[config.mk]
export PLATFORM = sky130hd
export DESIGN_NAME = mgmt_phy_responder
export DESIGN_NICKNAME = d
export VERILOG_FILES = /design/src/rtl/mgmt_pkg.sv /design/src/rtl/mgmt_sync.sv /design/src/rtl/mgmt_sampler.sv /design/src/rtl/mgmt_frame.sv /design/src/rtl/mgmt_regfile.sv /design/src/rtl/mgmt_phy_responder.sv
export SDC_FILE = /design/constraint.sdc
export NUM_CORES = 1
export LEC_CHECK = 0
export BUFFER_PORTS_ARGS = -buffer_cell sky130_fd_sc_hd__buf_2
export CAP_MARGIN = 0
export CORE_MARGIN = 2
export CORE_UTILIZATION = 29
export CTS_CLUSTER_DIAMETER = 200
export CTS_CLUSTER_SIZE = 14
export DETAILED_ROUTE_END_ITERATION = 8
export PLACE_DENSITY_LB_ADDON = 0.3
export SLEW_MARGIN = 25
export SYNTH_ARGS = -nofsm -noshare
export SYNTH_HDL_FRONTEND = slang
export SYNTH_HIERARCHICAL = 1
export SYNTH_SLANG_ARGS = --single-unit
[constraint.sdc]
create_clock -name clk -period 5.95 [get_ports clk]
set_input_delay 1.19 -clock clk [delete_from_list [all_inputs] [get_ports clk]]
set_output_delay 1.19 -clock clk [all_outputs]
set_load 0.05 [all_outputs]
[src/rtl/mgmt_pkg.sv]
package mgmt_pkg;

    typedef enum logic [1:0] {
        ST_IDLE  = 2'd0,
        ST_READ  = 2'd1,
        ST_WRITE = 2'd2
    } mgmt_state_e;

    // header field positions within the low 16 bits of the shift window
    localparam int F_START_LSB = 14;
    localparam int F_OP_LSB    = 12;
    localparam int F_PHY_LSB   = 7;
    localparam int F_REG_LSB   = 2;
    localparam int F_TA_LSB    = 0;

    localparam logic [1:0] START_CODE = 2'b01;
    localparam logic [1:0] OP_WRITE   = 2'b01;
    localparam logic [1:0] OP_READ    = 2'b10;
    localparam logic [1:0] TA_WRITE   = 2'b10;

endpackage

[src/rtl/mgmt_sync.sv]
module mgmt_sync #(
    parameter int STAGES = 2,
    parameter int WIDTH  = 3
) (
    input  logic             clk,
    input  logic             rst_n,
    input  logic [WIDTH-1:0] async_i,
    output logic [WIDTH-1:0] sync_o
);

    logic [STAGES-1:0][WIDTH-1:0] stage_q;

    always_ff @(posedge clk or negedge rst_n) begin
        if (!rst_n) begin
            stage_q <= '0;
        end else begin
            stage_q[0] <= async_i;
            for (int s = 1; s < STAGES; s++) begin
                stage_q[s] <= stage_q[s-1];
            end
        end
    end

    assign sync_o = stage_q[STAGES-1];

endmodule

[src/rtl/mgmt_sampler.sv]
module mgmt_sampler #(
    parameter int SYNC_STAGES = 2
) (
    input  logic clk,
    input  logic rst_n,
    input  logic mdc_i,
    input  logic dout_i,
    input  logic oe_i,
    output logic rise_o,
    output logic bit_o
);

    localparam int LINES = 3;

    logic [LINES-1:0] raw_lines;
    logic [LINES-1:0] synced;
    logic             mdc_prev_q;

    assign raw_lines = {mdc_i, dout_i, oe_i};

    mgmt_sync #(
        .STAGES(SYNC_STAGES),
        .WIDTH (LINES)
    ) u_sync (
        .clk    (clk),
        .rst_n  (rst_n),
        .async_i(raw_lines),
        .sync_o (synced)
    );

    always_ff @(posedge clk or negedge rst_n) begin
        if (!rst_n) begin
            mdc_prev_q <= 1'b0;
        end else begin
            mdc_prev_q <= synced[2];
        end
    end

    // one-cycle strobe on a low-to-high management clock transition
    assign rise_o = synced[2] & ~mdc_prev_q;
    // a released driver contributes a zero
    assign bit_o  = synced[1] & synced[0];

endmodule

[src/rtl/mgmt_frame.sv]
module mgmt_frame
    import mgmt_pkg::*;
#(
    parameter int DATA_W = 16,
    parameter int ADDR_W = 5,
    localparam int FRAME_W = 2 * DATA_W,
    localparam int CNT_W   = $clog2(FRAME_W + 1)
) (
    input  logic              clk,
    input  logic              rst_n,
    input  logic              rise_i,
    input  logic              bit_i,
    input  logic [DATA_W-1:0] rd_data_i,
    output logic [ADDR_W-1:0] rd_addr_o,
    output logic              wr_en_o,
    output logic [ADDR_W-1:0] wr_addr_o,
    output logic [DATA_W-1:0] wr_data_o,
    output logic              din_o,
    output mgmt_state_e       state_o,
    output logic [CNT_W-1:0]  cnt_o
);

    // only FRAME_W-1 history bits are kept: the oldest falls out on the shift
    logic [FRAME_W-2:0] shift_q;
    logic [FRAME_W-1:0] shift_nxt;
    logic [CNT_W-1:0]   cnt_q, cnt_eff, cnt_nxt;
    logic [ADDR_W-1:0]  reg_addr_q;
    logic [DATA_W-1:0]  out_q;
    logic               din_q;

    mgmt_state_e state_q, state_nxt, st_mid, dec_state;

    logic [1:0] f_start, f_op, f_ta;
    logic       sync_hit, at_decode, in_serial, at_end;

    assign shift_nxt = {shift_q, bit_i};
    assign sync_hit  = &shift_nxt;

    assign f_start   = shift_nxt[F_START_LSB +: 2];
    assign f_op      = shift_nxt[F_OP_LSB +: 2];
    assign f_ta      = shift_nxt[F_TA_LSB +: 2];
    assign rd_addr_o = shift_nxt[F_REG_LSB +: ADDR_W];

    assign cnt_eff   = sync_hit ? CNT_W'(FRAME_W) : cnt_q;
    assign at_decode = rise_i && (cnt_eff == CNT_W'(DATA_W));

    always_comb begin
        dec_state = ST_IDLE;
        if (f_start == START_CODE && f_op == OP_WRITE && f_ta == TA_WRITE) begin
            dec_state = ST_WRITE;
        end else if (f_start == START_CODE && f_op == OP_READ && !f_ta[0]) begin
            dec_state = ST_READ;
        end
    end

    // next state
    always_comb begin
        st_mid = at_decode ? dec_state : state_q;
        state_nxt = st_mid;
        if (rise_i) begin
            unique case (st_mid)
                ST_IDLE:  state_nxt = ST_IDLE;
                ST_READ:  if (cnt_eff == '0) state_nxt = ST_IDLE;
                ST_WRITE: if (cnt_eff == '0) state_nxt = ST_IDLE;
                default:  state_nxt = ST_IDLE;
            endcase
        end
    end

    assign in_serial = rise_i && (cnt_eff < CNT_W'(DATA_W)) && (st_mid == ST_READ);
    assign at_end    = rise_i && (cnt_eff == '0) && (st_mid != ST_IDLE);

    // counter saturates at zero so the decode point cannot recur without a new sync
    assign cnt_nxt = !rise_i ? cnt_q :
                     (cnt_eff == '0) ? '0 : cnt_eff - CNT_W'(1);

    // state register
    always_ff @(posedge clk or negedge rst_n) begin
        if (!rst_n) begin
            state_q <= ST_IDLE;
        end else begin
            state_q <= state_nxt;
        end
    end

    // datapath registers
    always_ff @(posedge clk or negedge rst_n) begin
        if (!rst_n) begin
            shift_q    <= '0;
            cnt_q      <= '0;
            reg_addr_q <= '0;
        end else if (rise_i) begin
            shift_q <= shift_nxt[FRAME_W-2:0];
            cnt_q   <= cnt_nxt;
            if (at_decode && dec_state != ST_IDLE) begin
                reg_addr_q <= rd_addr_o;
            end
        end
    end

    // outputs
    always_ff @(posedge clk or negedge rst_n) begin
        if (!rst_n) begin
            out_q <= '0;
            din_q <= 1'b0;
        end else if (at_decode && dec_state == ST_READ) begin
            out_q <= rd_data_i;
        end else if (in_serial) begin
            din_q <= out_q[DATA_W-1];
            out_q <= {out_q[DATA_W-2:0], 1'b0};
        end
    end

    assign wr_en_o   = at_end && (st_mid == ST_WRITE);
    assign wr_addr_o = reg_addr_q;
    assign wr_data_o = shift_nxt[DATA_W-1:0];
    assign din_o     = din_q;
    assign state_o   = state_q;
    assign cnt_o     = cnt_q;

endmodule

[src/rtl/mgmt_regfile.sv]
module mgmt_regfile #(
    parameter int              DATA_W    = 16,
    parameter int              ADDR_W    = 5,
    parameter int              ID_HI_IDX = 2,
    parameter int              ID_LO_IDX = 3,
    parameter logic [DATA_W-1:0] ID_HI_VAL = 16'h0022,
    parameter logic [DATA_W-1:0] ID_LO_VAL = 16'h161A,
    localparam int DEPTH = 2 ** ADDR_W
) (
    input  logic              clk,
    input  logic              rst_n,
    input  logic              wr_en_i,
    input  logic [ADDR_W-1:0] wr_addr_i,
    input  logic [DATA_W-1:0] wr_data_i,
    input  logic [ADDR_W-1:0] rd_addr_i,
    output logic [DATA_W-1:0] rd_data_o
);

    logic [DEPTH-1:0][DATA_W-1:0] rd_bus;

    generate
        for (genvar i = 0; i < DEPTH; i++) begin : g_entry
            if (i == ID_HI_IDX) begin : g_id_hi
                assign rd_bus[i] = ID_HI_VAL;
            end else if (i == ID_LO_IDX) begin : g_id_lo
                assign rd_bus[i] = ID_LO_VAL;
            end else begin : g_rw
                logic [DATA_W-1:0] val_q;
                always_ff @(posedge clk or negedge rst_n) begin
                    if (!rst_n) begin
                        val_q <= '0;
                    end else if (wr_en_i && wr_addr_i == ADDR_W'(i)) begin
                        val_q <= wr_data_i;
                    end
                end
                assign rd_bus[i] = val_q;
            end
        end
    endgenerate

    assign rd_data_o = rd_bus[rd_addr_i];

endmodule

[src/rtl/mgmt_phy_responder.sv]
module mgmt_phy_responder
    import mgmt_pkg::*;
#(
    parameter int              SYNC_STAGES = 2,
    parameter int              DATA_W      = 16,
    parameter int              ADDR_W      = 5,
    parameter int              ID_HI_IDX   = 2,
    parameter int              ID_LO_IDX   = 3,
    parameter logic [15:0]     ID_HI_VAL   = 16'h0022,
    parameter logic [15:0]     ID_LO_VAL   = 16'h161A
) (
    input  logic clk,
    input  logic rst_n,
    input  logic mgt_clk_i,
    input  logic mgt_dout_i,
    input  logic mgt_oe_i,
    output logic mgt_din_o
);

    localparam int CNT_W = $clog2(2 * DATA_W + 1);

    logic              mdc_rise;
    logic              mdc_bit;
    logic [ADDR_W-1:0] rd_addr;
    logic [DATA_W-1:0] rd_data;
    logic              wr_en;
    logic [ADDR_W-1:0] wr_addr;
    logic [DATA_W-1:0] wr_data;
    mgmt_state_e       fsm_state;
    logic [CNT_W-1:0]  bit_cnt;

    mgmt_sampler #(
        .SYNC_STAGES(SYNC_STAGES)
    ) u_sampler (
        .clk   (clk),
        .rst_n (rst_n),
        .mdc_i (mgt_clk_i),
        .dout_i(mgt_dout_i),
        .oe_i  (mgt_oe_i),
        .rise_o(mdc_rise),
        .bit_o (mdc_bit)
    );

    mgmt_frame #(
        .DATA_W(DATA_W),
        .ADDR_W(ADDR_W)
    ) u_frame (
        .clk      (clk),
        .rst_n    (rst_n),
        .rise_i   (mdc_rise),
        .bit_i    (mdc_bit),
        .rd_data_i(rd_data),
        .rd_addr_o(rd_addr),
        .wr_en_o  (wr_en),
        .wr_addr_o(wr_addr),
        .wr_data_o(wr_data),
        .din_o    (mgt_din_o),
        .state_o  (fsm_state),
        .cnt_o    (bit_cnt)
    );

    mgmt_regfile #(
        .DATA_W   (DATA_W),
        .ADDR_W   (ADDR_W),
        .ID_HI_IDX(ID_HI_IDX),
        .ID_LO_IDX(ID_LO_IDX),
        .ID_HI_VAL(DATA_W'(ID_HI_VAL)),
        .ID_LO_VAL(DATA_W'(ID_LO_VAL))
    ) u_regs (
        .clk      (clk),
        .rst_n    (rst_n),
        .wr_en_i  (wr_en),
        .wr_addr_i(wr_addr),
        .wr_data_i(wr_data),
        .rd_addr_i(rd_addr),
        .rd_data_o(rd_data)
    );

endmodule

==> out/results.txt <==
Worst Setup Start Kind: register
DRC viols: 0
Asr flop ratio synth: 100%
CTS tree: done
GRT Overall Usage: 13.7%
FILL cells: 8300
Worst hold stages: 0
EDFF count, synth: 0
Leak: 0.0127 uW
Max Buffers Root-to-Sink: 3
Drt initial violations: 788
R2R cell count: 15
Starting Density: 29.4%
Final cell count without fillers: 2775
Avg Inst Size Synth: 14.8 sq um
Area leader, netlist: dfrtp_1
Synthesized flop and latch total: 548
CTS buffer count: 45
FF-to-FF setup slack: 1.10 ns
Internal power component: 5580 uW
Mapped Area: 25100 sq um
Final setup viols: 0
Most common cell in the netlist: dfrtp_1
Area growth from synthesis to layout: 9.21%
FP Rows: 107
Final core utilization: 32.1%
Post-CTS setup repair buffer count: 0
1st-pass router iterations: 5
Die W: 298 um
Worst setup EP type: register
Die footprint: 89000 sq um
Peak Freq: 0.206 GHz
Worst-Margin Slew: 1.06 ns
Top FF cell, synth: dfrtp_1
Gates resized, CTS repair: 0
PD cells: 294 nW/um^2
Combinational share of power: 18.7%
Sequential Power Share: 47.5%
Critical path origin: u_frame/shift_q[25]$_DFFE_PN0P_
Drt via density: 5.00
Worst reg2reg path startpoint: u_frame/shift_q[25]$_DFFE_PN0P_
Antenna-violating nets left: 0
Critical path required time: 6.41 ns
Maximum vdd ir drop: 241 uV
Largest net degree at the start of global routing: 159
Syn Nets: 1705
Hold Vio Cnt, Final: 0
Total Wirelength: 60500 um
Synth top area share: 54.6%
Register area share after synthesis: 54.6%
CTS Root Buffer Type: clkbuf_16
Synth unique cells: 53
Layout cell share with drive strength beyond 1: 45.8%
Clock power share: 33.8%
H-Tree Depth: 2
Unrepaired setup endpoints after global routing: false
Worst skew pair latency: 0.58 ns
Reg clk slew, reported paths: 0.07 ns
Die height: 298 um
Nets: 1634
Warnings, synthesis: 6
Final period util: 81.6%
First-pass GRT wire length: 93800 um
Switching power share of the total: 30.9%
Cells after Synth: 1697
Number of global-route vias before repair: 15000
Setup tns final: 0 ns
WP data arrival: 5.31 ns
GP Congestion: 0.745
Multi-input gate area: 10600 sq um
Via count: 13900
Fin crit period: 4.85 ns
Hold_sp: u_sampler/u_sync/stage_q[2]$_DFF_PN0_
IO Count: 6
Number of max-cap violations: 0
Core box area: 85500 sq um
Status: completed
Worst relative slew slack: 29.5%
Reg area: 13700 sq um
HP Class: reg -> reg
Initial antenna violation count: 1
Hold Buf Count CTS: 0
Worst Path Max Fanout: 16
Synth top area cells: dfrtp_1, mux2_2, mux4_2
Commonest cells in the synthesized netlist: dfrtp_1, mux2_2, mux4_2
Skew final: 0.0191 ns
Wirelength per Cell: 21.8 um
Net Sw Power: 2490 uW
Inst Count DP: 2722
Ant. Diodes: 0
Clock sink count: 548
Total congestion overflow: 0
Post-DP HPWL: 34700 um
Port bufs: 5
Final Slew Violations: 0
Setup CP Type: reg -> reg
-- final timing paths --
path,end
min reg2reg,u_sampler/u_sync/sync_o[2]$_DFF_PN0_
max in group asynchronous,u_regs/g_entry[12].g_rw.val_q[11]$_DFFE_PN0P_
max,u_regs/g_entry[12].g_rw.val_q[14]$_DFFE_PN0P_
min in group asynchronous,u_regs/g_entry[24].g_rw.val_q[3]$_DFFE_PN0P_
max reg2reg,u_regs/g_entry[12].g_rw.val_q[14]$_DFFE_PN0P_
min,u_sampler/u_sync/sync_o[2]$_DFF_PN0_
-- power by group through the flow --
stage | sequential [uW] | clock (uW) | combinational (uW)
after floorplan | 3910 | 0 | 974
after global placement | 3900 | 0 | 1520
after detailed placement | 3900 | 0 | 1540
after CTS | 3830 | 2840 | 1540
after global routing | 3840 | 2980 | 1640
final | 3830 | 2730 | 1510
-- critical path, cell delays in order, from the launching register on --
cell and delay [ns]:
dfrtp_1 0.37, nand4_1 0.19, nor4_4 0.50, nand2_1 0.18
nand2_1 0.14, ha_1 0.16, nor2b_1 0.23, nand4_1 0.15
a21oi_1 0.26, mux2i_1 0.29, ha_1 0.18, and4_1 0.37
nand2b_4 0.12, or2_1 0.35, or3_1 0.78, mux2_4 0.46
-- kinds of logic (layout without fill, tap and decap cells) --
family          Yosys count  in the layout  synth area share (%)
fa+ha+maj                 3              3                 0.149
mux                     672            672                  34.4
flops                   548            548                  54.6
simple gates            143            143                  3.16
buf+inv                 176            110                  3.49
compound gates          155            155                  4.25
-- cell type report --
cell class              count  share of cell area, %
inverters                   5                 0.0684
well taps                1144                   5.22
clock inverters             2                 0.0912
clock buffers              50                   4.33
repair buffers             53                   1.74
multi-input cells         973                   38.5
flip-flops and latches    548                   50.0
-- metal layers --
| layer | GRT usage, % | up-vias | share of wire (%) |
|---|---|---|---|
| met2 | 22.5 | 180 | 48 |
| met5 | 0 | - | 0 |
| met1 | 18.9 | 7534 | 47 |
| met3 | 2.06 | 85 | 3.0 |
| li1 | - | 6074 | - |
| met4 | 3.77 | 0 | 2.4 |
-- cell usage in the layout, fill, tap and decap left out, types with 12 or more instances in the layout --
cell | netlist | routed
nor2_1 | 54 | 50
mux4_2 | 98 | 98
nand4_1 | 12 | 12
nand2_1 | 22 | 21
o21ai_0 | 33 | 33
a22o_1 | 30 | 30
buf_4 | 33 | 42
mux2i_1 | 55 | 55
o221ai_1 | 20 | 20
a21oi_1 | 33 | 33
clkbuf_16 | 0 | 47
dfrtp_1 | 548 | 543
mux2_2 | 509 | 509
-- sequential cells by signal, indices dropped and copies added (netlist names) --
register,count
u_frame/shift_q,31
u_sampler/u_sync/stage_q,3
u_frame/state_o,2
u_frame/din_o,1
u_sampler/mdc_prev_q,1
u_sampler/u_sync/sync_o,3
u_frame/wr_addr_o,5
u_frame/cnt_o,6
u_frame/out_q,16
u_regs/g_entry.g_rw.val_q,480
-- through the flow --
step | hold WS (ns) | total power (uW) | area [sq um] | setup WS (ns)
finish | 0.351 | 8070 | 27400 | 1.10
global route | 0.382 | 8460 | 27400 | 0.758
CTS | 0.355 | 8210 | 27400 | 1.12
detailed placement | 0.340 | 5450 | 26200 | 1.12
global placement | 0.336 | 5430 | 26200 | 1.16
floorplan | 0.331 | 4880 | 25100 | 1.80
No activity file was read; power rests on OpenSTA's default activity.
